**src/rtl/fes_pkg.sv**
```systemverilog
package fes_pkg;
  // default geometry: 32 taps, 1/32 step resolution
  localparam int unsigned FES_TAP_BITS    = 5;
  localparam int unsigned FES_FRAC_BITS   = 5;
  localparam int unsigned FES_SYNC_STAGES = 2;

  // which stored word feeds the adder at a toggle
  typedef enum logic {
    SRC_ACTIVE  = 1'b0,
    SRC_PENDING = 1'b1
  } word_src_e;
endpackage

```
**src/rtl/fes_rst_sync.sv**
```systemverilog
module fes_rst_sync #(
  parameter int unsigned STAGES = 2
) (
  input  logic clk,
  input  logic arst_n,
  output logic srst_n
);
  logic [STAGES-1:0] sync_q;
  logic [STAGES-1:0] sync_d;

  always_comb begin
    sync_d = {sync_q[STAGES-2:0], 1'b1};
  end

  always_ff @(posedge clk or negedge arst_n) begin
    if (!arst_n) sync_q <= '0;
    else         sync_q <= sync_d;
  end

  assign srst_n = sync_q[STAGES-1];
endmodule

```
**src/rtl/fes_phase_ctr.sv**
```systemverilog
module fes_phase_ctr #(
  parameter int unsigned TAP_BITS = 5
) (
  input  logic                clk,
  input  logic                rst_n,
  output logic [TAP_BITS-1:0] phase_o
);
  logic [TAP_BITS-1:0] phase_q;
  logic [TAP_BITS-1:0] phase_d;

  always_comb begin
    phase_d = phase_q + TAP_BITS'(1);
  end

  always_ff @(posedge clk or negedge rst_n) begin
    if (!rst_n) phase_q <= '0;
    else        phase_q <= phase_d;
  end

  assign phase_o = phase_q;
endmodule

```
**src/rtl/fes_word_reg.sv**
```systemverilog
module fes_word_reg
  import fes_pkg::*;
#(
  parameter int unsigned TAP_BITS  = 5,
  parameter int unsigned FRAC_BITS = 5,
  parameter logic [TAP_BITS+FRAC_BITS-1:0] RESET_WORD = '0
) (
  input  logic                          clk,
  input  logic                          rst_n,
  input  logic                          load_i,
  input  logic [TAP_BITS+FRAC_BITS-1:0] word_i,
  input  logic                          edge_i,
  output logic [TAP_BITS+FRAC_BITS-1:0] step_o
);
  localparam int unsigned WORD_BITS = TAP_BITS + FRAC_BITS;

  logic [WORD_BITS-1:0] pend_q, pend_d;
  logic [WORD_BITS-1:0] act_q,  act_d;
  logic                 vld_q,  vld_d;
  logic [WORD_BITS-1:0] pick;
  logic [TAP_BITS-1:0]  pick_int;
  word_src_e            src;

  always_comb begin
    src      = vld_q ? SRC_PENDING : SRC_ACTIVE;
    pick     = (src == SRC_PENDING) ? pend_q : act_q;
    pick_int = pick[WORD_BITS-1:FRAC_BITS];
    // integer part zero would stall the compare: promote it to one
    if (pick_int == '0) step_o = {TAP_BITS'(1), pick[FRAC_BITS-1:0]};
    else                step_o = pick;
  end

  always_comb begin
    act_d  = act_q;
    pend_d = pend_q;
    vld_d  = vld_q;
    if (edge_i) begin
      act_d = pick;
      vld_d = 1'b0;
    end
    // a strobe in the toggle tick survives for the following toggle
    if (load_i) begin
      pend_d = word_i;
      vld_d  = 1'b1;
    end
  end

  always_ff @(posedge clk or negedge rst_n) begin
    if (!rst_n) begin
      act_q  <= RESET_WORD;
      pend_q <= '0;
      vld_q  <= 1'b0;
    end else begin
      if (edge_i) act_q <= act_d;
      if (edge_i || load_i) begin
        pend_q <= pend_d;
        vld_q  <= vld_d;
      end
    end
  end
endmodule

```
**src/rtl/fes_accum.sv**
```systemverilog
module fes_accum #(
  parameter int unsigned TAP_BITS  = 5,
  parameter int unsigned FRAC_BITS = 5
) (
  input  logic                          clk,
  input  logic                          rst_n,
  input  logic [TAP_BITS-1:0]           phase_i,
  input  logic [TAP_BITS+FRAC_BITS-1:0] step_i,
  output logic                          hit_o,
  output logic                          clk_o,
  output logic [TAP_BITS-1:0]           tap_o
);
  localparam int unsigned WORD_BITS = TAP_BITS + FRAC_BITS;

  logic [WORD_BITS-1:0] acc_q, acc_d;
  logic                 out_q, out_d;
  logic                 hit;

  always_comb begin
    hit   = (phase_i == acc_q[WORD_BITS-1:FRAC_BITS]);
    // carry out of the integer field is dropped by the width
    acc_d = acc_q + step_i;
    out_d = ~out_q;
  end

  always_ff @(posedge clk or negedge rst_n) begin
    if (!rst_n) begin
      acc_q <= '0;
      out_q <= 1'b0;
    end else if (hit) begin
      acc_q <= acc_d;
      out_q <= out_d;
    end
  end

  assign hit_o = hit;
  assign clk_o = out_q;
  assign tap_o = acc_q[WORD_BITS-1:FRAC_BITS];
endmodule

```
**src/rtl/fes_edge_synth.sv**
```systemverilog
module fes_edge_synth
  import fes_pkg::*;
#(
  parameter int unsigned TAP_BITS    = FES_TAP_BITS,
  parameter int unsigned FRAC_BITS   = FES_FRAC_BITS,
  parameter int unsigned SYNC_STAGES = FES_SYNC_STAGES,
  parameter logic [TAP_BITS+FRAC_BITS-1:0] RESET_WORD = 10'b01100_01000
) (
  input  logic                          clk_tick,
  input  logic                          rst_n,
  input  logic [TAP_BITS+FRAC_BITS-1:0] ctrl_word,
  input  logic                          ctrl_load,
  output logic                          synth_clk
);
  localparam int unsigned WORD_BITS = TAP_BITS + FRAC_BITS;

  logic                 sync_rst_n;
  logic [TAP_BITS-1:0]  phase_idx;
  logic [WORD_BITS-1:0] step_word;
  logic                 tap_hit;
  logic [TAP_BITS-1:0]  acc_tap;

  fes_rst_sync #(.STAGES(SYNC_STAGES)) u_rst (
    .clk    (clk_tick),
    .arst_n (rst_n),
    .srst_n (sync_rst_n)
  );

  fes_phase_ctr #(.TAP_BITS(TAP_BITS)) u_phase (
    .clk     (clk_tick),
    .rst_n   (sync_rst_n),
    .phase_o (phase_idx)
  );

  fes_word_reg #(
    .TAP_BITS   (TAP_BITS),
    .FRAC_BITS  (FRAC_BITS),
    .RESET_WORD (RESET_WORD)
  ) u_word (
    .clk    (clk_tick),
    .rst_n  (sync_rst_n),
    .load_i (ctrl_load),
    .word_i (ctrl_word),
    .edge_i (tap_hit),
    .step_o (step_word)
  );

  fes_accum #(
    .TAP_BITS  (TAP_BITS),
    .FRAC_BITS (FRAC_BITS)
  ) u_acc (
    .clk     (clk_tick),
    .rst_n   (sync_rst_n),
    .phase_i (phase_idx),
    .step_i  (step_word),
    .hit_o   (tap_hit),
    .clk_o   (synth_clk),
    .tap_o   (acc_tap)
  );
endmodule

```
**config.mk**
```make
export PLATFORM = sky130hd
export DESIGN_NAME = fes_edge_synth
export DESIGN_NICKNAME = d
export VERILOG_FILES = /design/src/rtl/fes_pkg.sv /design/src/rtl/fes_rst_sync.sv /design/src/rtl/fes_phase_ctr.sv /design/src/rtl/fes_word_reg.sv /design/src/rtl/fes_accum.sv /design/src/rtl/fes_edge_synth.sv
export SDC_FILE = /design/constraint.sdc
export NUM_CORES = 1
export LEC_CHECK = 0
export ABC_AREA = 1
export BUFFER_PORTS_ARGS = -buffer_cell sky130_fd_sc_hd__clkbuf_2
export CAP_MARGIN = 25
export CORE_MARGIN = 1.5
export CORE_UTILIZATION = 54
export CTS_CLUSTER_DIAMETER = 60
export DETAILED_ROUTE_END_ITERATION = 6
export PLACE_DENSITY_LB_ADDON = 0.08
export SETUP_SLACK_MARGIN = 0.2
export SLEW_MARGIN = 20
export SYNTH_ARGS = -nofsm -noshare
export SYNTH_HDL_FRONTEND = slang
export SYNTH_HIERARCHICAL = 1
export SYNTH_SLANG_ARGS = --single-unit
```
**constraint.sdc**
```tcl
create_clock -name clk_tick -period 1.3 [get_ports clk_tick]
set_clock_uncertainty 0.15 [all_clocks]
set_input_delay 0.26 -clock clk_tick [delete_from_list [all_inputs] [get_ports clk_tick]]
set_output_delay 0.26 -clock clk_tick [all_outputs]
set_load 0.05 [all_outputs]
```
==> run_results.csv <==
group,metric,value,unit
cts,cts_root_buf,"clkbuf_8",
worst_setup_path,required,1.34,ns
detailed_routing,routedWlPerCell,16.2,µm
die,die_x,67.2,µm
yosys,syn_inst,274,
detailed_routing,drtAntennaViolNets,0,
cts,clkTransAtPathRegs,0.08,ns
outcome,status,"complete, but fails checks",
cts,cts.sinks,39,
die,start_util,0.561,
worst_setup_path,slowest_delay,0.49,ns
global_route,grt_max_degree,38,
global_route,grt_first_pass_wirelength,8870,µm
sta,fin_crit_sh,1.72,
layout,diodes,0,
die,num_rows,23,
layout,final_layout_size_suffix_gt1_frac,0.506,
worst_setup_path,end_kind,"register",
die,die_y,67.2,µm
yosys,synth_area,0.00223,mm²
outcome,violations,"setup timing",
detailed_routing,drt-vias-per-instance,5.34,
layout,finalNetCount,367,
detailed_routing,drt-initial-drc-count,153,
layout,areaGrowthSynthToFinish,51.8,%
sta,finalHoldViolations,0,
sta,timing.fmax,0.448,GHz
global_route,grt_antenna_before_repair,0,
cts,clock_latency,0.30,ns
place,hpwl,3160,µm
power,power_leakage,1.65,nW
run,drv_cap,0,
detailed_routing,drt_first_pass_iters,6,
place,port_buffers,13,
sta,final-max-slew-violation-count,0,
power,power_density,2150,mW/mm²
worst_setup_path,worst_ep_arrival_time,2.27,ns
layout,design_area,0.00338,mm²
worst_setup_path,crit_path_start_kind,"register",
detailed_routing,drc,0,
worst_setup_path,cp_slowest_cell,"dfrtp_2",
global_route,first_global_vias,1966,
cts,cts_made_buffers,5,
yosys,syn_nets,298,
detailed_routing,wl,6380,µm
place,globalplace.congestion,0.794,
sta,setup_viol,22,
place,place_ws,-0.853,ns
worst_setup_path,crit_fanout,6,
global_route,grt_overflow,0,
cts,cts_tree,"built",
cts,clockBufferDepth,2,
worst_setup_path,crit_chain,"buf_12, o21ai_4, ha_4, inv_2, fa_2, o21ai_4, buf_4, xnor2_2, o21ai_2",
global_route,grt_usage,0.268,
die,ios,14,
sta,rsz0062_at_grt,"true",
sta,finalCriticalPeriod,2.23,ns
cts,cts-htree-levels,2,
worst_setup_path,cpMostUsedCell,"o21ai_4",
die,core,0.00397,mm²
worst_hold_path,hp-class,"input pin to register",
yosys,yosys_warnings,6,
sta,fin_ws,-0.934,ns
yosys,avgSynthCellArea,8.13,µm²
power,vdd_drop_max,1.21,mV
place,postPlaceCellArea,0.00272,mm²
detailed_routing,num_vias,2105,
die,fp.dieArea,0.00452,mm²
worst_setup_path,critPathKind,"register to register",
-- report_power, final --
part | internal [mW] | total, mW | switching (mW)
clock network | 0.375 | 0.813 | 0.438
logic | 2.20 | 4.50 | 2.30
registers | 1.62 | 1.97 | 0.355
total | 4.19 | 7.28 | 3.09
-- final timing paths --
path	to	slack, ns	start	cells after the start
setup / recovery	u_acc/acc_q[4]$_DFFE_PN0P_	-0.93	u_word/vld_q$_DFFE_PN0P_	9
hold / removal	u_word/pend_q[7]$_DFFE_PN0P_	0.01	ctrl_word[7]	3
setup reg to reg	u_acc/acc_q[4]$_DFFE_PN0P_	-0.93	u_word/vld_q$_DFFE_PN0P_	9
hold reg to reg	u_phase/phase_o[1]$_DFF_PN0_	0.06	u_rst/sync_q[1]$_DFF_PN0_	1
max in group asynchronous	u_word/act_q[3]$_DFFE_PN1P_	0.67	u_rst/sync_q[1]$_DFF_PN0_	1
min in group asynchronous	u_phase/phase_o[1]$_DFF_PN0_	0.06	u_rst/sync_q[1]$_DFF_PN0_	1
-- timing repair --
item | CTS | global route
gates resized for setup | 45 | 47
gates cloned | 3 | 1
buffers inserted | 13 | 3
pin swaps | 18 | 24
endpoints found under the hold margin | 2 | 0
setup endpoints to repair | 25 | 25
hold buffers | 1 | 0
-- state kept, by name, summed over array words and instances (netlist names) --
register         cells
u_word/pend_q       10
u_acc/acc_q         10
u_word/act_q        10
u_acc/clk_o          1
u_word/vld_q         1
u_phase/phase_o      5
u_rst/sync_q         2
-- layout by cell type (no fill, tap or decap), drive strengths merged --
master and instances:
a21oi 6, a31oi 4, buf 60, clkbuf 19
clkinv 2, clkinvlp 1, conb 1, dfrtp 36
dfstp 3, dlygate4sd3 1, fa 1, ha 10
inv 27, nand2 106, nand2b 1, nand3 13
nand3b 4, nand4 3, nor2 18, o21a 1
o21ai 18, xnor2 4, xor2 5
-- per-layer routing --
layer  vias up  track usage  share of wire
li1       1003            -              -
met1       992        0.335           0.40
met2        84        0.467           0.51
met3        26       0.0417          0.047
met4         0        0.105          0.042
met5         -            0              0
-- final cells by class --
type	instances	area [µm²]
repair buffers	74	704
multi-input cells	195	1440
well taps	50	62.6
inverters	28	108
fillers	201	589
flip-flops and latches	39	982
clock buffers	6	72.6
clock inverters	2	12.5
-- worst max-delay path, delay by kind of cell (launching register included) --
kind            cells  cell delay, ns
compound gates      3            0.43
xor+xnor            1            0.13
buf+inv             3            0.37
fa+ha+maj           2            0.55
flops               1            0.49
-- through the flow --
stage / cells / hold slack (ns) / utilization / power [mW] / TNS [ns]
floorplan: 274 / -0.186 / - / 4.09 / -8.12
global placement: 365 / -0.104 / 0.686 / 4.81 / -9.10
detailed placement: 365 / -0.101 / 0.686 / 4.90 / -9.96
CTS: 390 / 0.0167 / 0.795 / 6.43 / -10.0
global route: 394 / 0.0273 / 0.852 / 7.67 / -13.40
finish: 394 / 0.00985 / 0.852 / 7.28 / -12.11
(Power assumes the default switching activity.)
